`src/rtl/cmp_timer_pkg.sv`:
```
package cmp_timer_pkg;
  typedef struct packed {
    logic incCount;
    logic loadCount;
    logic loadCompare;
  } tmrStrobe_t;
endpackage

```
`src/rtl/cmp_timer_dp.sv`:
```
module cmp_timer_dp
  import cmp_timer_pkg::*;
#(
  parameter int CNT_W = 32
) (
  input  logic             clk,
  input  logic             rstN,
  input  tmrStrobe_t       strobe,
  input  logic [CNT_W-1:0] wrData,
  output logic [CNT_W-1:0] countVal,
  output logic [CNT_W-1:0] compareVal,
  output logic             hitAhead
);
  localparam logic [CNT_W-1:0] CNT_RST = CNT_W'(1);
  localparam logic [CNT_W-1:0] ONE     = CNT_W'(1);

  logic [CNT_W-1:0] countNext;
  assign countNext = countVal + ONE;
  assign hitAhead  = (countNext == compareVal);

  always_ff @(posedge clk) begin
    if (!rstN) begin
      countVal <= CNT_RST;
    end else if (strobe.loadCount) begin
      countVal <= wrData;
    end else if (strobe.incCount) begin
      countVal <= countNext;
    end
  end

  always_ff @(posedge clk) begin
    if (!rstN) begin
      compareVal <= '0;
    end else if (strobe.loadCompare) begin
      compareVal <= wrData;
    end
  end
endmodule

```
`src/rtl/cmp_timer_ctrl.sv`:
```
module cmp_timer_ctrl
  import cmp_timer_pkg::*;
#(
  parameter int REV_W    = 3,
  parameter int PEND_REV = 1
) (
  input  logic             clk,
  input  logic             rstN,
  input  logic             tickEn,
  input  logic             countDisable,
  input  logic [REV_W-1:0] archRev,
  input  logic             cntWrEn,
  input  logic             cmpWrEn,
  input  logic             hitAhead,
  output tmrStrobe_t       strobe,
  output logic             irqReq,
  output logic             pendBit
);
  logic revShowsPend;
  logic matchEvt;

  assign revShowsPend = (archRev == REV_W'(PEND_REV));

  always_comb begin
    strobe.loadCount   = cntWrEn;
    strobe.incCount    = tickEn && !countDisable && !cntWrEn;
    strobe.loadCompare = cmpWrEn;
  end

  // a match is an increment onto the target; writes win over it
  assign matchEvt = strobe.incCount && hitAhead && !cmpWrEn;

  always_ff @(posedge clk) begin
    if (!rstN) begin
      irqReq <= 1'b0;
    end else if (cmpWrEn) begin
      irqReq <= 1'b0;
    end else if (matchEvt) begin
      irqReq <= 1'b1;
    end
  end

  always_ff @(posedge clk) begin
    if (!rstN) begin
      pendBit <= 1'b0;
    end else if (cmpWrEn && revShowsPend) begin
      pendBit <= 1'b0;
    end else if (matchEvt && revShowsPend) begin
      pendBit <= 1'b1;
    end
  end
endmodule

```
`src/rtl/cmp_timer_route.sv`:
```
module cmp_timer_route #(
  parameter int ROUTE_W = 3,
  localparam int LINES  = 1 << ROUTE_W
) (
  input  logic               irqReq,
  input  logic [ROUTE_W-1:0] irqRoute,
  output logic [LINES-1:0]   irqLines
);
  for (genvar i = 0; i < LINES; i++) begin : g_line
    assign irqLines[i] = irqReq && (irqRoute == ROUTE_W'(i));
  end
endmodule

```
`src/rtl/cmp_timer.sv`:
```
module cmp_timer
  import cmp_timer_pkg::*;
#(
  parameter int CNT_W    = 32,
  parameter int ROUTE_W  = 3,
  parameter int REV_W    = 3,
  parameter int PEND_REV = 1,
  localparam int LINES   = 1 << ROUTE_W
) (
  input  logic               clk,
  input  logic               rstN,
  input  logic               tickEn,
  input  logic               countDisable,
  input  logic [REV_W-1:0]   archRev,
  input  logic [ROUTE_W-1:0] irqRoute,
  input  logic               cntWrEn,
  input  logic               cmpWrEn,
  input  logic [CNT_W-1:0]   wrData,
  output logic [CNT_W-1:0]   countOut,
  output logic [CNT_W-1:0]   compareOut,
  output logic               causePending,
  output logic [LINES-1:0]   irqLines
);
  tmrStrobe_t strobe;
  logic       hitAhead;
  logic       irqReq;

  cmp_timer_ctrl #(.REV_W(REV_W), .PEND_REV(PEND_REV)) u_ctrl (
    .clk(clk), .rstN(rstN), .tickEn(tickEn), .countDisable(countDisable),
    .archRev(archRev), .cntWrEn(cntWrEn), .cmpWrEn(cmpWrEn),
    .hitAhead(hitAhead), .strobe(strobe), .irqReq(irqReq),
    .pendBit(causePending)
  );

  cmp_timer_dp #(.CNT_W(CNT_W)) u_dp (
    .clk(clk), .rstN(rstN), .strobe(strobe), .wrData(wrData),
    .countVal(countOut), .compareVal(compareOut), .hitAhead(hitAhead)
  );

  cmp_timer_route #(.ROUTE_W(ROUTE_W)) u_route (
    .irqReq(irqReq), .irqRoute(irqRoute), .irqLines(irqLines)
  );
endmodule

```
`config.mk`:
```
export PLATFORM = sky130hd
export DESIGN_NAME = cmp_timer
export DESIGN_NICKNAME = d
export VERILOG_FILES = /design/src/rtl/cmp_timer_pkg.sv /design/src/rtl/cmp_timer_dp.sv /design/src/rtl/cmp_timer_ctrl.sv /design/src/rtl/cmp_timer_route.sv /design/src/rtl/cmp_timer.sv
export SDC_FILE = /design/constraint.sdc
export NUM_CORES = 1
export LEC_CHECK = 0
export BUFFER_PORTS_ARGS = -buffer_cell sky130_fd_sc_hd__buf_4
export CAP_MARGIN = 20
export CORE_MARGIN = 2
export CORE_UTILIZATION = 57
export DETAILED_ROUTE_END_ITERATION = 10
export PLACE_DENSITY = 0.95
export SLEW_MARGIN = 40
export SYNTH_ARGS = -nofsm -noshare
export SYNTH_HDL_FRONTEND = slang
export SYNTH_HIERARCHICAL = 1
export SYNTH_SLANG_ARGS = --single-unit
```
`constraint.sdc`:
```
create_clock -name clk -period 4.3 [get_ports clk]
set_clock_uncertainty 0.2 [all_clocks]
set_input_delay 0.86 -clock clk [delete_from_list [all_inputs] [get_ports clk]]
set_output_delay 0.86 -clock clk [all_outputs]
set_load 0.1 [all_outputs]
```
==> flow_summary.ini, run 1 <==
[outcome]
status = complete, no violations

[worst_setup_path]
critPathArrivalTime_ns = 3.47
start_kind = register
cp-startpoint = u_dp/countVal[0]
worstPathMaxFanout = 9
crit_type = reg2reg
end_kind = register
r2r-start = u_dp/countVal[0]
crit_required_ns = 4.38

[floorplan]
fp.dieH_um = 89.00
pin_count = 117
start_util = 0.5962
die_w_um = 89.00
num_rows = 30
core-area_mm2 = 0.006907
dieArea_mm2 = 0.007920

[timing]
slew_headroom = 0.5265
report.final.slew_viol_count = 0
period_minus_slack_ns = 3.391
finalHoldViolations = 0
postLayoutSetupSlackWorst_ns = 0.9090
setup_violations = 0
max_freq_mhz = 294.9
worstMarginPinSlew_ns = 0.7037
fin_crit_sh = 0.7886
fin_tns_setup_ns = 0
rsz0062_at_grt = false

[job]
max_cap_violations = 0

[route]
vias_per_cell = 5.664
drc = 0
vias = 3812
detail-route-antenna-nets = 0
wl_um = 10880
avgRoutedWirePerCell_um = 16.16
drt_pass1_iterations = 5
drt_iter0_drc = 394

[global_routing]
antenna_found_initial = 0
grt_max_degree = 66
grt_use_total = 0.2769
gr-total-overflow = 0
grt_pass1_wl_um = 17080
grt_pass1_vias = 3599

[cts]
cts_resized = 0
clk_latency_ns = 0.35
clk_pin_slew_ns = 0.08
clockBufferDepth = 2
cts_num_sinks = 66
cts_tree = done
post_cts_buffers = 0
h-tree-depth = 3
root_buffer = clkbuf_8
cts_made_buffers = 9
ctsHoldBuffers = 0

[pwr]
ir_drop_mv = 0.2537
power_leakage_nw = 2.207
finalPower_mw = 1.780
p_per_area_mw_per_mm2 = 344.3

[min_path]
hold_path_class = reg2reg
min_from = u_dp/compareVal[10]

[synthesis]
synth-edff-count = 0
syn_area_mm2 = 0.004118
avgSynthCellArea_um2 = 8.579
synth_nets = 525
async_flop_share = 0
ys_ff_latch = 66
syn_inst = 480
ys_warn_count = 6
synth.distinct_cells = 46
yosysSeqAreaShare = 0.3209
synth-main-ff-cell = dfxtp_1

[place]
port_buffers = 116
dp_slack_ns = 1.050
dp_hpwl_um = 7762
gp_congestion = 0.9159

[final_layout]
nets = 617
area_delta_synth_final_pct = 25.55
drive_gt1_frac = 0.2634
antenna_cells = 0
fillCellCount = 504
## Yosys cell counts (2+ instances only)
cell type | count | area, µm²
a21oi_1 | 3 | 15.01
and2_1 | 32 | 200.2
and3_1 | 9 | 56.30
and4_1 | 3 | 26.28
and4b_2 | 3 | 33.78
and4bb_2 | 3 | 37.54
buf_1 | 4 | 15.01
buf_2 | 6 | 30.03
buf_4 | 2 | 15.01
clkbuf_1 | 24 | 90.09
dfxtp_1 | 66 | 1321
mux2i_1 | 34 | 340.3
nand2_1 | 53 | 198.9
nand2b_1 | 6 | 37.54
nand3_1 | 20 | 100.1
nand4_1 | 15 | 93.84
nand4_2 | 2 | 25.02
nor2_1 | 7 | 26.28
nor2b_1 | 33 | 206.5
nor3_1 | 9 | 45.04
nor3_2 | 2 | 20.02
nor4_1 | 4 | 25.02
nor4b_2 | 2 | 30.03
o211a_1 | 5 | 50.05
o21ai_0 | 17 | 85.08
o21ai_1 | 14 | 70.07
xnor2_1 | 50 | 437.9
xor2_1 | 34 | 297.8
## path summary, 6_finish.rpt
check                   endpoint  slack [ns]  cells after the start
max reg2reg       u_ctrl/pendBit        0.91                     11
min          u_dp/compareVal[10]        0.35                      2
min reg2reg  u_dp/compareVal[10]        0.35                      2
max               u_ctrl/pendBit        0.91                     11
## sequential cells by signal, summed over array words and instances, names as in the netlist
register	cells
u_dp/compareVal	32
u_ctrl/pendBit	1
u_dp/countVal	32
u_ctrl/irqReq	1
## final cells by class
| cell class | instances | area, µm² | area share |
|---|---|---|---|
| Multi-Input combinational cell | 377 | 2643 | 0.5111 |
| Sequential cell | 66 | 1321 | 0.2556 |
| Timing Repair Buffer | 117 | 878.3 | 0.1699 |
| Clock buffer | 11 | 151.4 | 0.02928 |
| Tap cell | 96 | 120.1 | 0.02323 |
| Clock inverter | 5 | 52.55 | 0.01016 |
| Inverter | 1 | 3.754 | 0.0007260 |
## routing by layer
metal / global-route usage / vias up / wire length (µm)
met3: 0.07295 / 25 / 867
met4: 0.09769 / 0 / 236
li1: - / 1817 / -
met1: 0.3459 / 1778 / 4466
met2: 0.4634 / 192 / 5307
met5: 0 / - / 0
## critical path, cell delays in order, from the launching register on
cell and delay [ns]:
dfxtp_1 0.50, ha_1 0.35, nand3_1 0.21, nor4_2 0.53, nand3b_1 0.12, o21ai_0 0.12, o211ai_1 0.14, a2111oi_1 0.35
nor4b_2 0.23, nor2b_1 0.24, a31oi_1 0.14, a211oi_2 0.19
## layout by cell type (no fill, tap or decap), types with 2 or more instances in the layout
master	Yosys	final
dfxtp_1	66	66
and2_1	32	32
o21ai_0	17	17
nor4_1	4	4
and3_1	9	9
nor2b_1	33	33
nand3_1	20	20
nand2_1	53	53
buf_4	2	117
nand4_1	15	15
nand4_2	2	2
and4_1	3	3
nand2b_1	6	6
o21ai_1	14	14
nor3_1	9	9
clkbuf_8	0	11
a21oi_1	3	3
mux2i_1	34	34
xnor2_1	50	50
nor4b_2	2	2
and4bb_2	3	3
xor2_1	34	34
and4b_2	3	3
clkinv_2	0	3
nor3_2	2	2
nor2_1	7	7
o211a_1	5	5
## logic make-up (layout without fill, tap and decap cells)
kind of cell | after synthesis | count (layout) | synth area share
multiplexers | 34 | 34 | 0.08265
XOR/XNOR | 84 | 84 | 0.1787
flip-flops | 66 | 66 | 0.3209
adder cells (fa/ha/maj) | 1 | 1 | 0.003038
AO/OA/AOI/OAI | 45 | 45 | 0.06624
AND/OR/NAND/NOR | 213 | 213 | 0.3112
buffers and inverters | 37 | 134 | 0.03737
## per-stage QoR
step                      cell area [µm²]  hold slack [ns]  cells  utilization
after detailed placement             4966           0.3464    657       0.7190
after CTS                            5170           0.3575    673       0.7486
final                                5170           0.3545    673       0.7486
after global routing                 5170           0.3826    673       0.7486
after global placement               4966           0.3342    657       0.7190
after floorplan                      4118           0.3335    480            -
## report_power, final
group	internal, mW	switching (mW)	leakage [nW]
Clock	0.296	0.244	0.105
Sequential	0.647	0.0544	0.545
Combinational	0.160	0.379	1.56
Total	1.10	0.677	2.21
No activity file was read; power rests on OpenSTA's default activity.
==> run 2: changes to the inputs <==
--- a/config.mk
+++ b/config.mk
@@ -5,12 +5,13 @@
 export SDC_FILE = /design/constraint.sdc
 export NUM_CORES = 1
 export LEC_CHECK = 0
+export ABC_AREA = 1
 export BUFFER_PORTS_ARGS = -buffer_cell sky130_fd_sc_hd__buf_4
 export CAP_MARGIN = 20
 export CORE_MARGIN = 2
-export CORE_UTILIZATION = 57
+export CORE_UTILIZATION = 53
 export DETAILED_ROUTE_END_ITERATION = 10
-export PLACE_DENSITY = 0.95
+export PLACE_DENSITY = 0.92
 export SLEW_MARGIN = 40
 export SYNTH_ARGS = -nofsm -noshare
 export SYNTH_HDL_FRONTEND = slang
==> constraint.sdc (replaced) <==
create_clock -name clk -period 3.4 [get_ports clk]
set_clock_uncertainty 0.2 [all_clocks]
set_input_delay 0.68 -clock clk [delete_from_list [all_inputs] [get_ports clk]]
set_output_delay 0.68 -clock clk [all_outputs]
set_load 0.1 [all_outputs]
==> run 2 against run 1 <==
Compared with the run above:
- worst hold slack worse by 0.068 ns
- register-to-register slack worse by 0.44 ns
- sequential power up 27%
- count of clock-buffer cells in the layout increased by 1
- fmax grew 16%
- largest cell class unchanged
==> flow_summary.ini, run 2 <==
[outcome]
status = complete, no violations

[cts]
post_cts_buffers = 0
clk_latency_ns = 0.35
cts_resized = 0
h-tree-depth = 3
cts_num_sinks = 66
root_buffer = clkbuf_8
cts_made_buffers = 9
clockBufferDepth = 2
clk_pin_slew_ns = 0.07
cts_tree = done
ctsHoldBuffers = 0

[floorplan]
dieArea_mm2 = 0.008782
pin_count = 117
fp.dieH_um = 93.71
num_rows = 32
start_util = 0.5491
die_w_um = 93.71
core-area_mm2 = 0.007767

[worst_setup_path]
path_cells = ha_1 > nand3_1 > inv_2 > nand2_2 > nor2_1 > nand2_1 > nand2_1 > nand2_1 > nand2_1 > nand2_1 > nor2_1 > nand2_1 > nor2_1 > nand2_1 > nor2_1 > inv_1 > nor2_1 > nand3_2 > a21oi_2
end_kind = register
cpMaxStageDelayCell = dfxtp_1
critPathTopFamily = simple AND/OR/NAND/NOR gates
rr_worst_depth = 19
worstPathMaxFanout = 7
critPathArrivalTime_ns = 3.01
cp_slowest_stage_delay_ns = 0.47
r2r-start = u_dp/countVal[0]
rrSetupSlack_ns = 0.47
crit_required_ns = 3.48
crit_type = reg2reg
r2r_end = u_ctrl/pendBit
crit_top_cell = nand2_1
cp_num_buf_inv = 2
start_kind = register

[final_layout]
fillCellCount = 724
nets = 855
postLayoutCellArea_mm2 = 0.005421
final_cell_mix = nand2_1 (252), buf_4 (122), nor2_1 (101), dfxtp_1 (66), inv_1 (60)
layout_commonest_cell = nand2_1
finish.utilization = 0.6980
fin_cells = 916
antenna_cells = 0
top_regs = u_dp/compareVal x32, u_dp/countVal x32
area_delta_synth_final_pct = 27.10
drive_gt1_frac = 0.2052

[route]
drc = 0
vias = 5051
vias_per_cell = 5.514
drt_iter0_drc = 332
drt_pass1_iterations = 4
detail-route-antenna-nets = 0
avgRoutedWirePerCell_um = 15.37
wl_um = 14080

[synthesis]
synth.top_cells.by_count = nand2_1 (252), nor2_1 (103), dfxtp_1 (66)
ys_ff_latch = 66
avgSynthCellArea_um2 = 6.093
synth.distinct_cells = 33
synth_top_area_frac = 0.3098
syn_area_mm2 = 0.004265
synth.top_cells.by_area = dfxtp_1 (31%), nand2_1 (22%), nor2_1 (9.1%)
synth_most_common_cell = nand2_1
synth_nets = 745
ys_warn_count = 6
syn_inst = 700
yosys.area.top_type = dfxtp_1
yosysSeqAreaShare = 0.3098
synth-edff-count = 0
async_flop_share = 0
synth-main-ff-cell = dfxtp_1

[timing]
setup_violations = 0
postLayoutSetupSlackWorst_ns = 0.4686
finalHoldViolations = 0
fin_tns_setup_ns = 0
rsz0062_at_grt = false
report.final.slew_viol_count = 0
whs_ns = 0.2868
period_minus_slack_ns = 2.931
slew_headroom = 0.5518
max_freq_mhz = 341.1
fin_crit_sh = 0.8622
worstMarginPinSlew_ns = 0.6716

[global_routing]
grt_use_total = 0.3248
antenna_found_initial = 0
gr-total-overflow = 0
grt_pass1_wl_um = 22620
grt_max_degree = 37
grt_pass1_vias = 4797

[pwr]
finalPower_mw = 2.272
power_leakage_nw = 2.524
p_per_area_mw_per_mm2 = 419.0
ir_drop_mv = 0.2411

[job]
max_cap_violations = 0

[min_path]
holdPathEnd = u_ctrl/pendBit
hold_path_class = reg2reg
min_path_cells = 2
min_from = u_ctrl/pendBit

[place]
gp_congestion = 0.9291
placed_area_mm2 = 0.005236
dp_hpwl_um = 10380
dp_slack_ns = 0.5490
port_buffers = 116
dp_cells = 901
==> run 2: changes by cell type after synthesis, moves of 17 or more <==
| cell | previous run | this run |
|---|---|---|
| nand3_1 | 20 | 40 |
| inv_1 | 1 | 60 |
| xor2_1 | 34 | 7 |
| a31oi_1 | 1 | 30 |
| xnor2_1 | 50 | 8 |
| o21ai_0 | 17 | 34 |
| and2_1 | 32 | 2 |
| nor2b_1 | 33 | 0 |
| nand2_1 | 53 | 252 |
| nor2_1 | 7 | 103 |
| mux2i_1 | 34 | 0 |
==> run 2: logic make-up (layout without fill, tap and decap cells) <==
group,Yosys count,in the layout,share of synthesized area
buf+inv,88,202,0.07920
xor+xnor,17,17,0.04165
simple gates,442,442,0.4547
fa+ha+maj,1,1,0.002933
flops,66,66,0.3098
compound gates,86,86,0.1118
==> run 2: worst reg2reg max path, delay by kind of cell, from the launching register on <==
family	cells	cell delay (ns)
and+or+nand+nor	15	1.62
DFF	1	0.47
adders and majority gates	1	0.26
buffers and inverters	2	0.20
AOI/OAI and AO/OA	1	0.11
==> run 2: where the power goes <==
part	switching, mW	leakage [nW]	internal, mW
logic	0.541	1.88	0.182
clock network	0.308	0.0962	0.353
registers	0.0663	0.546	0.822
total	0.915	2.52	1.36
==> run 2: how the worst max path moves through the flow <==
stage	start	to	slack, ns	depth (start not counted)
after floorplan	u_dp/countVal[0]	u_ctrl/pendBit	0.21	16
final	u_dp/countVal[0]	u_ctrl/pendBit	0.47	19
after global placement	u_dp/countVal[0]	u_ctrl/pendBit	0.73	19
after global routing	u_dp/countVal[0]	u_ctrl/pendBit	0.17	19
after detailed placement	u_dp/countVal[0]	u_ctrl/pendBit	0.55	19
after CTS	u_dp/countVal[0]	u_ctrl/pendBit	0.53	19
==> run 2: per-layer routing <==
metal,share of wire,GRT usage
met1,0.42,0.4112
met2,0.48,0.5548
met3,0.081,0.05538
met4,0.016,0.1159
met5,0,0
==> run 2: layout make-up <==
class / instances / area [µm²] / share of cell area
flip-flops and latches: 66 / 1321 / 0.2437
clock inverters: 3 / 40.04 / 0.007385
inverters: 64 / 240.2 / 0.04431
clock buffers: 12 / 145.1 / 0.02677
repair buffers: 123 / 935.9 / 0.1726
well taps: 102 / 127.6 / 0.02354
multi-input cells: 546 / 2611 / 0.4817
